$ cat src/rtl/sse_pkg.sv
package sse_pkg;

   // Edge action chosen by the phase logic
   typedef enum logic {
      SSE_ACT_DRIVE  = 1'b0,
      SSE_ACT_SAMPLE = 1'b1
   } sse_act_e;

   // Static mode bundle carried from the top into the sub-blocks
   typedef struct packed {
      logic lsb_first;
      logic cpol;
      logic cpha;
      logic master;
   } sse_mode_t;

endpackage

$ cat src/rtl/sse_edge_src.sv
module sse_edge_src #(
   parameter int DIV_W       = 16,
   parameter int SYNC_STAGES = 2
) (
   input  logic             clk,
   input  logic             rst_n,
   input  logic             busy,
   input  logic             restart,
   input  logic             master,
   input  logic [DIV_W-1:0] half_period,
   input  logic             exp_level,
   input  logic             sclk_i,
   input  logic             sdi,
   output logic             edge_now,
   output logic             sclk_s,
   output logic             sdi_eff
);

   localparam int LAST = SYNC_STAGES - 1;

   generate
      if (SYNC_STAGES < 2) begin : g_bad_sync
         $error("sse_edge_src: SYNC_STAGES must be at least 2");
      end
      if (DIV_W < 1) begin : g_bad_div
         $error("sse_edge_src: DIV_W must be at least 1");
      end
   endgenerate

   // ---------------- master divider ----------------
   logic [DIV_W-1:0] hp_eff;
   logic [DIV_W-1:0] div_cnt;
   logic             div_tick;

   assign hp_eff   = (half_period == '0) ? DIV_W'(1) : half_period;
   assign div_tick = busy && master && (div_cnt >= hp_eff - DIV_W'(1));

   always_ff @(posedge clk or negedge rst_n) begin
      if (!rst_n) begin
         div_cnt <= '0;
      end else if (restart || !busy || !master) begin
         div_cnt <= '0;
      end else if (div_tick) begin
         div_cnt <= '0;
      end else begin
         div_cnt <= div_cnt + DIV_W'(1);
      end
   end

   // ---------------- slave synchronizers ----------------
   logic [SYNC_STAGES-1:0] clk_sh;
   logic [SYNC_STAGES-1:0] dat_sh;

   always_ff @(posedge clk or negedge rst_n) begin
      if (!rst_n) begin
         clk_sh[0] <= 1'b0;
         dat_sh[0] <= 1'b0;
      end else begin
         clk_sh[0] <= sclk_i;
         dat_sh[0] <= sdi;
      end
   end

   generate
      for (genvar s = 1; s < SYNC_STAGES; s++) begin : g_sync
         always_ff @(posedge clk or negedge rst_n) begin
            if (!rst_n) begin
               clk_sh[s] <= 1'b0;
               dat_sh[s] <= 1'b0;
            end else begin
               clk_sh[s] <= clk_sh[s-1];
               dat_sh[s] <= dat_sh[s-1];
            end
         end
      end
   endgenerate

   logic slave_tick;
   assign sclk_s     = clk_sh[LAST];
   assign slave_tick = busy && !master && (sclk_s != exp_level);

   assign edge_now = div_tick || slave_tick;
   assign sdi_eff  = master ? sdi : dat_sh[LAST];

   // a half period of zero or one yields an edge on every busy cycle
   a_r11_min_period : assert property (@(posedge clk) disable iff (!rst_n)
      (busy && master && (half_period <= DIV_W'(1))) |-> edge_now);

endmodule

$ cat src/rtl/sse_seq.sv
module sse_seq #(
   parameter int MAX_LEN = 32,
   parameter int LEN_W   = $clog2(MAX_LEN + 1)
) (
   input  logic             clk,
   input  logic             rst_n,
   input  logic             start,
   input  logic             stop,
   input  logic             edge_now,
   input  logic             cpha,
   input  logic [LEN_W-1:0] len,
   output logic             busy,
   output logic             cnt_lsb,
   output logic             take,
   output logic             is_sample,
   output logic             last,
   output logic             done
);

   import sse_pkg::*;

   localparam int CNT_W = LEN_W + 1;

   logic [CNT_W-1:0] cnt;
   logic [CNT_W-1:0] cnt_inc;
   logic [CNT_W-1:0] two_len;
   sse_act_e         act;

   assign two_len   = {len, 1'b0};
   assign cnt_inc   = cnt + CNT_W'(1);
   assign last      = (cnt_inc >= two_len);
   assign act       = (cnt[0] == cpha) ? SSE_ACT_SAMPLE : SSE_ACT_DRIVE;
   assign is_sample = (act == SSE_ACT_SAMPLE);
   assign take      = edge_now && busy && !start && !stop;
   assign done      = take && last;
   assign cnt_lsb   = cnt[0];

   always_ff @(posedge clk or negedge rst_n) begin
      if (!rst_n) begin
         busy <= 1'b0;
         cnt  <= '0;
      end else if (stop) begin
         busy <= 1'b0;
      end else if (start) begin
         busy <= 1'b1;
         cnt  <= '0;
      end else if (take) begin
         cnt <= last ? '0 : cnt_inc;
      end
   end

   // stop always halts on the next cycle
   a_r9_stop_halts : assert property (@(posedge clk) disable iff (!rst_n)
      stop |=> !busy);

   // start without stop enables with a cleared count
   a_r10_start_clears : assert property (@(posedge clk) disable iff (!rst_n)
      (start && !stop) |=> (busy && cnt == '0));

   // word boundary wraps the edge count
   a_r6_done_wraps : assert property (@(posedge clk) disable iff (!rst_n)
      done |=> (cnt == '0));

   // every processed edge flips the clock level
   a_r4_edge_flips : assert property (@(posedge clk) disable iff (!rst_n)
      take |=> (cnt[0] != $past(cnt[0])));

endmodule

$ cat src/rtl/sse_shreg.sv
module sse_shreg #(
   parameter int MAX_LEN = 32,
   parameter int LEN_W   = $clog2(MAX_LEN + 1)
) (
   input  logic               clk,
   input  logic               rst_n,
   input  logic               start,
   input  logic               stop,
   input  logic [MAX_LEN-1:0] load_data,
   input  logic               reload_valid,
   input  logic               take,
   input  logic               is_sample,
   input  logic               last,
   input  logic [LEN_W-1:0]   len,
   input  logic               lsb_first,
   input  logic               cpha,
   input  logic               sdi,
   output logic               sdo,
   output logic [MAX_LEN-1:0] rx_word
);

   logic [MAX_LEN-1:0] data;
   logic [MAX_LEN-1:0] mask;
   logic [LEN_W-1:0]   top_idx;
   logic [MAX_LEN-1:0] in_hot;
   logic [MAX_LEN-1:0] shifted;
   logic [MAX_LEN-1:0] sampled;
   logic [MAX_LEN-1:0] load_m;
   logic [MAX_LEN-1:0] next_word;
   logic [MAX_LEN-1:0] drive_src;
   logic [MAX_LEN-1:0] top_view_drive;
   logic [MAX_LEN-1:0] top_view_load;
   logic               drive_bit;
   logic               load_bit;

   assign mask    = ~({MAX_LEN{1'b1}} << len);
   assign top_idx = len - LEN_W'(1);
   assign in_hot  = {{(MAX_LEN-1){1'b0}}, sdi} << top_idx;
   assign shifted = lsb_first ? ((data >> 1) | in_hot)
                              : ((data << 1) | {{(MAX_LEN-1){1'b0}}, sdi});
   assign sampled = shifted & mask;
   assign load_m  = load_data & mask;

   assign rx_word   = is_sample ? sampled : data;
   assign next_word = reload_valid ? load_m : rx_word;
   assign drive_src = last ? next_word : data;

   // output bit: bit 0 for LSB-first, bit len-1 for MSB-first
   assign top_view_drive = drive_src >> top_idx;
   assign top_view_load  = load_m >> top_idx;
   assign drive_bit = lsb_first ? drive_src[0] : top_view_drive[0];
   assign load_bit  = lsb_first ? load_m[0]    : top_view_load[0];

   always_ff @(posedge clk or negedge rst_n) begin
      if (!rst_n) begin
         data <= '0;
         sdo  <= 1'b0;
      end else if (stop) begin
         data <= data;
      end else if (start) begin
         data <= load_m;
         if (!cpha) sdo <= load_bit;
      end else if (take) begin
         if (last)           data <= next_word;
         else if (is_sample) data <= sampled;
         if (!is_sample)     sdo  <= drive_bit;
      end
   end

   // a sample edge leaves the serial output untouched
   a_r5_sample_keeps_sdo : assert property (@(posedge clk) disable iff (!rst_n)
      (take && is_sample) |=> $stable(sdo));

endmodule

$ cat src/rtl/serial_shift_engine.sv
module serial_shift_engine #(
   parameter int MAX_LEN     = 32,
   parameter int DIV_W       = 16,
   parameter int SYNC_STAGES = 2,
   parameter int LEN_W       = $clog2(MAX_LEN + 1)
) (
   input  logic               clk,
   input  logic               rst_n,
   input  logic [LEN_W-1:0]   cfg_len,
   input  logic               cfg_lsb_first,
   input  logic               cfg_cpol,
   input  logic               cfg_cpha,
   input  logic               cfg_master,
   input  logic [DIV_W-1:0]   cfg_half_period,
   input  logic               start,
   input  logic               stop,
   input  logic [MAX_LEN-1:0] load_data,
   input  logic               reload_valid,
   input  logic               sclk_i,
   input  logic               sdi,
   output logic               sclk_o,
   output logic               sdo,
   output logic               busy,
   output logic               word_done,
   output logic [MAX_LEN-1:0] rx_word
);

   import sse_pkg::*;

   generate
      if (MAX_LEN < 1 || MAX_LEN > 32) begin : g_bad_len
         $error("serial_shift_engine: MAX_LEN must lie in 1..32");
      end
   endgenerate

   sse_mode_t mode;
   assign mode = '{lsb_first: cfg_lsb_first, cpol: cfg_cpol,
                   cpha: cfg_cpha, master: cfg_master};

   logic edge_now, sclk_s, sdi_eff;
   logic cnt_lsb, take, is_sample, last;

   assign sclk_o = cnt_lsb ^ mode.cpol;

   sse_edge_src #(.DIV_W(DIV_W), .SYNC_STAGES(SYNC_STAGES)) u_edge (
      .clk         (clk),
      .rst_n       (rst_n),
      .busy        (busy),
      .restart     (start),
      .master      (mode.master),
      .half_period (cfg_half_period),
      .exp_level   (sclk_o),
      .sclk_i      (sclk_i),
      .sdi         (sdi),
      .edge_now    (edge_now),
      .sclk_s      (sclk_s),
      .sdi_eff     (sdi_eff)
   );

   sse_seq #(.MAX_LEN(MAX_LEN), .LEN_W(LEN_W)) u_seq (
      .clk       (clk),
      .rst_n     (rst_n),
      .start     (start),
      .stop      (stop),
      .edge_now  (edge_now),
      .cpha      (mode.cpha),
      .len       (cfg_len),
      .busy      (busy),
      .cnt_lsb   (cnt_lsb),
      .take      (take),
      .is_sample (is_sample),
      .last      (last),
      .done      (word_done)
   );

   sse_shreg #(.MAX_LEN(MAX_LEN), .LEN_W(LEN_W)) u_shreg (
      .clk          (clk),
      .rst_n        (rst_n),
      .start        (start),
      .stop         (stop),
      .load_data    (load_data),
      .reload_valid (reload_valid),
      .take         (take),
      .is_sample    (is_sample),
      .last         (last),
      .len          (cfg_len),
      .lsb_first    (mode.lsb_first),
      .cpha         (mode.cpha),
      .sdi          (sdi_eff),
      .sdo          (sdo),
      .rx_word      (rx_word)
   );

   // once a slave edge is taken, no second edge without a new level change
   a_r8_one_edge_per_level : assert property (@(posedge clk) disable iff (!rst_n)
      (take && !cfg_master) |=>
         (!edge_now || !$stable(sclk_s) || !$stable(cfg_master)));

endmodule

$ cat config.mk
export PLATFORM = sky130hd
export DESIGN_NAME = serial_shift_engine
export DESIGN_NICKNAME = d
export VERILOG_FILES = /design/src/rtl/sse_pkg.sv /design/src/rtl/sse_edge_src.sv /design/src/rtl/sse_seq.sv /design/src/rtl/sse_shreg.sv /design/src/rtl/serial_shift_engine.sv
export SDC_FILE = /design/constraint.sdc
export NUM_CORES = 1
export LEC_CHECK = 0
export BUFFER_PORTS_ARGS = -buffer_cell sky130_fd_sc_hd__buf_2
export CAP_MARGIN = 20
export CORE_MARGIN = 5
export CORE_UTILIZATION = 25
export CTS_CLUSTER_DIAMETER = 30
export DETAILED_ROUTE_END_ITERATION = 8
export PLACE_DENSITY_LB_ADDON = 0.1
export SYNTH_ARGS = -nofsm -noshare
export SYNTH_HDL_FRONTEND = slang
export SYNTH_SLANG_ARGS = --single-unit
$ cat constraint.sdc
create_clock -name clk -period 7.9 [get_ports clk]
set_input_delay 1.185 -clock clk [delete_from_list [all_inputs] [get_ports clk]]
set_output_delay 1.185 -clock clk [all_outputs]
set_load 0.02 [all_outputs]
* After elaboration in Yosys (flattened, before gate mapping)
Cells that the tools add are included.
** Storage, ports and cells
- Output and inout port bits :: 36
- Flip-flop bits (word level) :: 61
- Logic and storage cells :: 73
- Input port bits :: 65
** Cells by class
- Reduce and logical (&&, ||, !) cells :: 20
- Bitwise logic cells :: 7
- Order comparisons :: 2
- Add/sub/neg operators :: 4
- Mux-type cells :: 23
- Equal/unequal tests :: 4
- Shift operators :: 4
** Operators with widths (number)
- 32-bit two-way mux :: 7
- 32-bit AND :: 2
- 32-bit by 6-bit right shift with 1-bit output :: 2
- 16-bit two-way mux :: 3
- 32-bit NOT :: 1
- 31-bit by 32-bit OR with 32-bit output :: 1
- 32-bit by 1-bit OR with 32-bit output :: 1
- 1-bit by 6-bit left shift with 32-bit output :: 1
- 32-bit by 6-bit left shift with 32-bit output, first input constant :: 1
- 7-bit two-way mux :: 3
- 16-bit by 1-bit adder with 16-bit output, second input constant :: 1
- 16-bit >= comparator :: 1
- 16-bit zero test :: 1
- 16-bit by 1-bit subtractor with 16-bit output, second input constant :: 1
- 1-bit two-way mux :: 10
- 1-bit logical AND :: 8
- 7-bit by 1-bit adder with 7-bit output, second input constant :: 1
- 7-bit >= comparator :: 1
- 6-bit by 1-bit subtractor with 6-bit output, second input constant :: 1
- 1-bit zero test :: 4
- 2-bit inequality test, second input constant :: 2
- 4-bit AND reduction :: 1
- 2-bit nonzero test :: 2
- 1-bit logical OR :: 3
- other kinds (5) :: 5

* Longest topological paths before layout
- Word-level depth :: 13
- Depth in mapped cells :: 17
- Depth with buffers taken out :: 17

* By module
A second synthesis with hierarchy kept.
** Second synthesis, totals
- Cell total of the unflattened synthesis :: 927
- Area, all modules :: 6981.7 µm²
** Modules (own cells, without submodules)
- sse_shreg :: sequential area each 825.8 µm², area each 4805.9 µm², cells an instance 704, instances 1
- sse_edge_src :: sequential area each 500.5 µm², area each 1519.0 µm², cells an instance 163, instances 1
- sse_seq :: sequential area each 200.2 µm², area each 648.1 µm², cells an instance 59, instances 1
- serial_shift_engine :: sequential area each 0.0 µm², area each 8.8 µm², cells an instance 1, instances 1

* Worst setup path after synthesis
No wires, ideal clock.
- Path kind :: input to output
- From :: input port cfg_len[0]
- To :: output port rx_word[10]
- Stages :: 10
- Path slack :: 2714 ps
- Buffers on the path :: 5
- Arrival :: 4001 ps
- Data required time :: 6715 ps
- Path through :: buf_6 > buf_2 > buf_2 > inv_1 > clkbuf_1 > ha_1 > ha_1 > clkbuf_1 > nand3_1 > o41ai_1
** Between the ends
- Word-level cells in the longest chain between the ends :: 6
- Elaborated cells between the ends (all ways) :: 8
- Classes of those cells :: add/sub (1); shift (2); mux (2); bitwise (3)
** Ends and longest elaborated chain
- start: declaration :: line serial_shift_engine.sv:9 : input logic [LEN_W-1:0] cfg_len,
- 6-bit by 1-bit subtractor with 6-bit output :: line sse_shreg.sv:37 : assign top_idx = len - LEN_W'(1);
- 1-bit by 6-bit left shift with 32-bit output :: line sse_shreg.sv:38 : assign in_hot = {{(MAX_LEN-1){1'b0}}, sdi} << top_idx;
- 31-bit by 32-bit OR with 32-bit output :: line sse_shreg.sv:39 : assign shifted = lsb_first ? ((data >> 1) | in_hot)
- 32-bit two-way mux :: line sse_shreg.sv:39
- 32-bit AND * :: line sse_shreg.sv:41 : assign sampled = shifted & mask;
- 32-bit two-way mux *
- end: declaration :: line serial_shift_engine.sv:25 : output logic [MAX_LEN-1:0] rx_word
Every way passes the cells marked *; elsewhere a longest branch is shown, timed or not.

* Final worst setup path
- From :: input port cfg_half_period[3]
- To :: output port word_done
** Between the ends
- Word-level cells in the longest chain between the ends :: 10
** Ends and longest elaborated chain
- start: declaration :: line serial_shift_engine.sv:14 : input logic [DIV_W-1:0] cfg_half_period,
- 16-bit zero test :: line sse_edge_src.sv:35 : assign hp_eff = (half_period == '0) ? DIV_W'(1) : half_period;
- 16-bit two-way mux * :: line sse_edge_src.sv:35
- 16-bit by 1-bit subtractor with 16-bit output * :: line sse_edge_src.sv:36 : assign div_tick = busy && master && (div_cnt >= hp_eff - DIV_W'(1));
- 16-bit >= comparator * :: line sse_edge_src.sv:36
- 1-bit logical AND * :: line sse_edge_src.sv:36
- 1-bit logical OR * :: line sse_edge_src.sv:82 : assign edge_now = div_tick || slave_tick;
- 1-bit logical AND * (3 in series) :: line sse_seq.sv:34 : assign take = edge_now && busy && !start && !stop;
- 1-bit logical AND * :: line sse_seq.sv:35 : assign done = take && last;
- end: declaration :: line serial_shift_engine.sv:24 : output logic word_done,
Marks and branches as above.

==> metrics.csv <==
stage,metric,value,unit
outcome,status,finished clean,
global_route,GRT Overall Usage,19.34,%
worst_setup_path,CP arrival,4.79,ns
timing,Final Hold Violating Endpoints,0,
min_path,hold depth,0,
clock_network,CTS Sinks,61,
drt,vias per cell,5.641,
synthesis,cell taking the most area after synthesis,dfrtp_1,
synthesis,Yosys cell types,86,
synthesis,Synth Register Bits,61,
drt,post-route antenna net violation count,0,
floorplanning,total die area,32190,um^2
min_path,min-delay src,u_edge.clk_sh[0]$_DFF_PN0_,
final_layout,post-route insts no fill,1431,
drt,vias,8072,
synthesis,sequential area share after synthesis,21.27,%
timing,crit share post-route,75.68,%
worst_setup_path,CP max FO,8,
timing,final worst slack,1.921,ns
worst_setup_path,Worst Setup End Kind,primary output,
flow_run,Max-cap violations,0,
timing,fmax,167.3,MHz
synthesis,post-synthesis mux area share,5.144,%
clock_network,latest clock arrival within the worst-skew pair,0.35,ns
drt,1st-iter DRT viols,724,
worst_setup_path,critical path class,in -> out,
floorplanning,Rows,62,
floorplanning,die span in x,179.4,um
drt,DRC violations left,0,
placed_design,Inst Count DP,1415,
timing,Clock Skew,0.01175,ns
placed_design,Post-DP HPWL,23130,um
timing,unrepaired setup endpoints after global routing,no,
global_route,vias in the first global route,7852,
synthesis,post-synth top area share,21.27,%
timing,"Setup violations, final",0,
synthesis,synthesized instance count,995,
placed_design,dpl cell area,7979,um^2
synthesis,async set-reset flop share out of synthesis,100.0,%
min_path,Hold Crit Class,reg -> reg,
timing,setup_tns,0,ns
worst_setup_path,Setup crit start kind,primary input,
clock_network,Post CTS Setup Buffer Count,0,
clock_network,root buffer cell,clkbuf_16,
synthesis,post-synthesis compound-gate area fraction,33.36,%
worst_setup_path,worst reg2reg path startpoint,u_seq.cnt[0]$_DFFE_PN0P_,
global_route,initial antenna violation count,0,
synthesis,most frequent cells after synthesis,"a21oi_1, nand2_1, nor2_1",
global_route,GRT Residual Overflow,0,
final_layout,ratio of cells with drive above 1 in the final layout,16.81,%
timing,normalized max-slew margin,33.31,%
clock_network,number of buffers created by CTS,9,
final_layout,Nets,1136,
synthesis,Adder-Cell Fraction of Synth Area,5.057,%
final_layout,n_diodes,0,
clock_network,Clock transition at path regs,0.06,ns
synthesis,syn avg cell area,7.212,um^2
clock_network,PostCTS Resize Cnt,0,
synthesis,Simple-Gate Fraction of Synth Area,24.38,%
power,total power per unit cell area,166.8,nW/um^2
clock_network,Max clock buf depth,2,
placed_design,RePlAce Congestion,0.8536,
synthesis,Synth Area in XOR/XNOR,4.603,%
power,Static Leakage,3.412,nW
worst_setup_path,Critical Path RT,6.71,ns
clock_network,H-tree depth,3,
global_route,first-pass GRT wire length,49810,um
synthesis,largest family of logic cells by synthesized area,compound AO/OA/AOI/OAI gates,
synthesis,Mapped Area,7176,um^2
synthesis,"EDFF count, synth",0,
synthesis,main area contributors after synthesis,"dfrtp_1, a21oi_1, o21ai_0, nand2_1, nor2_1",
drt,average wire per standard cell,22.61,um
min_path,Hold EP,u_edge.sclk_s$_DFF_PN0_,
floorplanning,DIE HEIGHT,179.4,um
drt,WL final,32350,um
final_layout,fin area,8272,um^2
timing,worst slew pin tran,0.9927,ns
drt,drt first pass iters,7,
worst_setup_path,reg2reg setup slack,2.96,ns
global_route,largest net degree at the start of global routing,73,
worst_setup_path,reg-to-reg endpoint,u_shreg.sdo$_DFFE_PN0P_,
placed_design,Post-Place Setup Slack,1.807,ns
timing,minimum clock period,5.979,ns
synthesis,Syn Nets,1089,
power,Max IR drop VDD,0.1030,mV
timing,pins over their slew limit,0,
synthesis,total of warnings raised by yosys,0,
floorplanning,initial core utilization,25.14,%
clock_network,Post-CTS Hold Fix Bufs,0,
placed_design,Port Buffers,100,
final_layout,Layout area overhead,15.27,%
floorplanning,Core ar.,28550,um^2
floorplanning,count of pins on the block boundary,101,
clock_network,CTS tree,built,
worst_setup_path,worst r2r path cells,13,
synthesis,top_reg_cell synth,dfrtp_1,
==> critical path, stage by stage <==
cell,delay (ns)
buf_2,0.11
or3_1,0.40
nor4_1,0.61
a31oi_1,0.24
ha_1,0.31
nand3_1,0.13
nor3_1,0.07
xnor2_1,0.15
ha_1,0.17
a211oi_1,0.06
o21ai_0,0.26
nor2_1,0.09
a21oi_1,0.26
o21a_1,0.35
and3_1,0.21
buf_2,0.16
==> flip-flops by register name, summed over array words and instances (netlist names) <==
register	count
u_edge.clk_sh	1
u_shreg.sdo	1
u_edge.sclk_s	1
u_edge.div_cnt	16
u_shreg.data	32
u_edge.dat_sh	2
u_seq.cnt	7
u_seq.busy	1
==> worst max path at each step <==
stage                            start     endpoint  slack [ns]
global placement    cfg_half_period[3]    word_done        1.88
CTS                 cfg_half_period[3]    word_done        1.77
finish              cfg_half_period[3]    word_done        1.92
detailed placement  cfg_half_period[3]    word_done        1.81
global route        cfg_half_period[3]    word_done        1.55
floorplan                   cfg_len[0]  rx_word[10]        2.71
==> placed cells by master (no fill, tap or decap), drive strengths merged, types with 21 or more instances in the layout <==
cell | Yosys | layout
o21ai | 96 | 96
inv | 23 | 23
nor3 | 25 | 25
nor2 | 109 | 109
xor2 | 21 | 21
buf | 34 | 118
ha | 29 | 29
a21oi | 115 | 115
nand2 | 114 | 114
nand3 | 29 | 29
dfrtp | 61 | 61
==> where the power goes <==
group / switching [mW] / total (mW) / internal [mW]
Combinational: 0.352 / 0.540 / 0.188
Sequential: 0.0690 / 0.418 / 0.348
Clock: 0.178 / 0.422 / 0.244
Total: 0.599 / 1.38 / 0.781
==> area by class of cell <==
cell class	instances	area, um^2
Fill cell	3244	20280
Multi-Input combinational cell	828	5246
Sequential cell	61	1526
Timing Repair Buffer	118	635.6
Tap cell	384	480.5
Clock buffer	10	229.0
Inverter	24	90.09
Clock inverter	6	63.81
==> kinds of logic after synthesis <==
family,count (synthesis)
flops,61
simple gates,368
buf+inv,106
xor+xnor,36
mux,25
fa+ha+maj,29
compound gates,370
==> stage by stage <==
stage	total power, mW	util, %	hold WS (ns)
after floorplan	0.7573	-	0.3312
after global placement	0.9631	27.95	0.3349
after detailed placement	0.9599	27.95	0.3372
after CTS	1.398	28.98	0.3533
after global routing	1.462	28.98	0.3608
final	1.380	28.98	0.3512
==> layer usage <==
metal | GRT usage, % | routed length [um]
met3 | 3.476 | 1831
met5 | 0 | 0
met2 | 31.42 | 14990
met4 | 4.724 | 573
met1 | 26.74 | 14960
(Power assumes the default switching activity.)
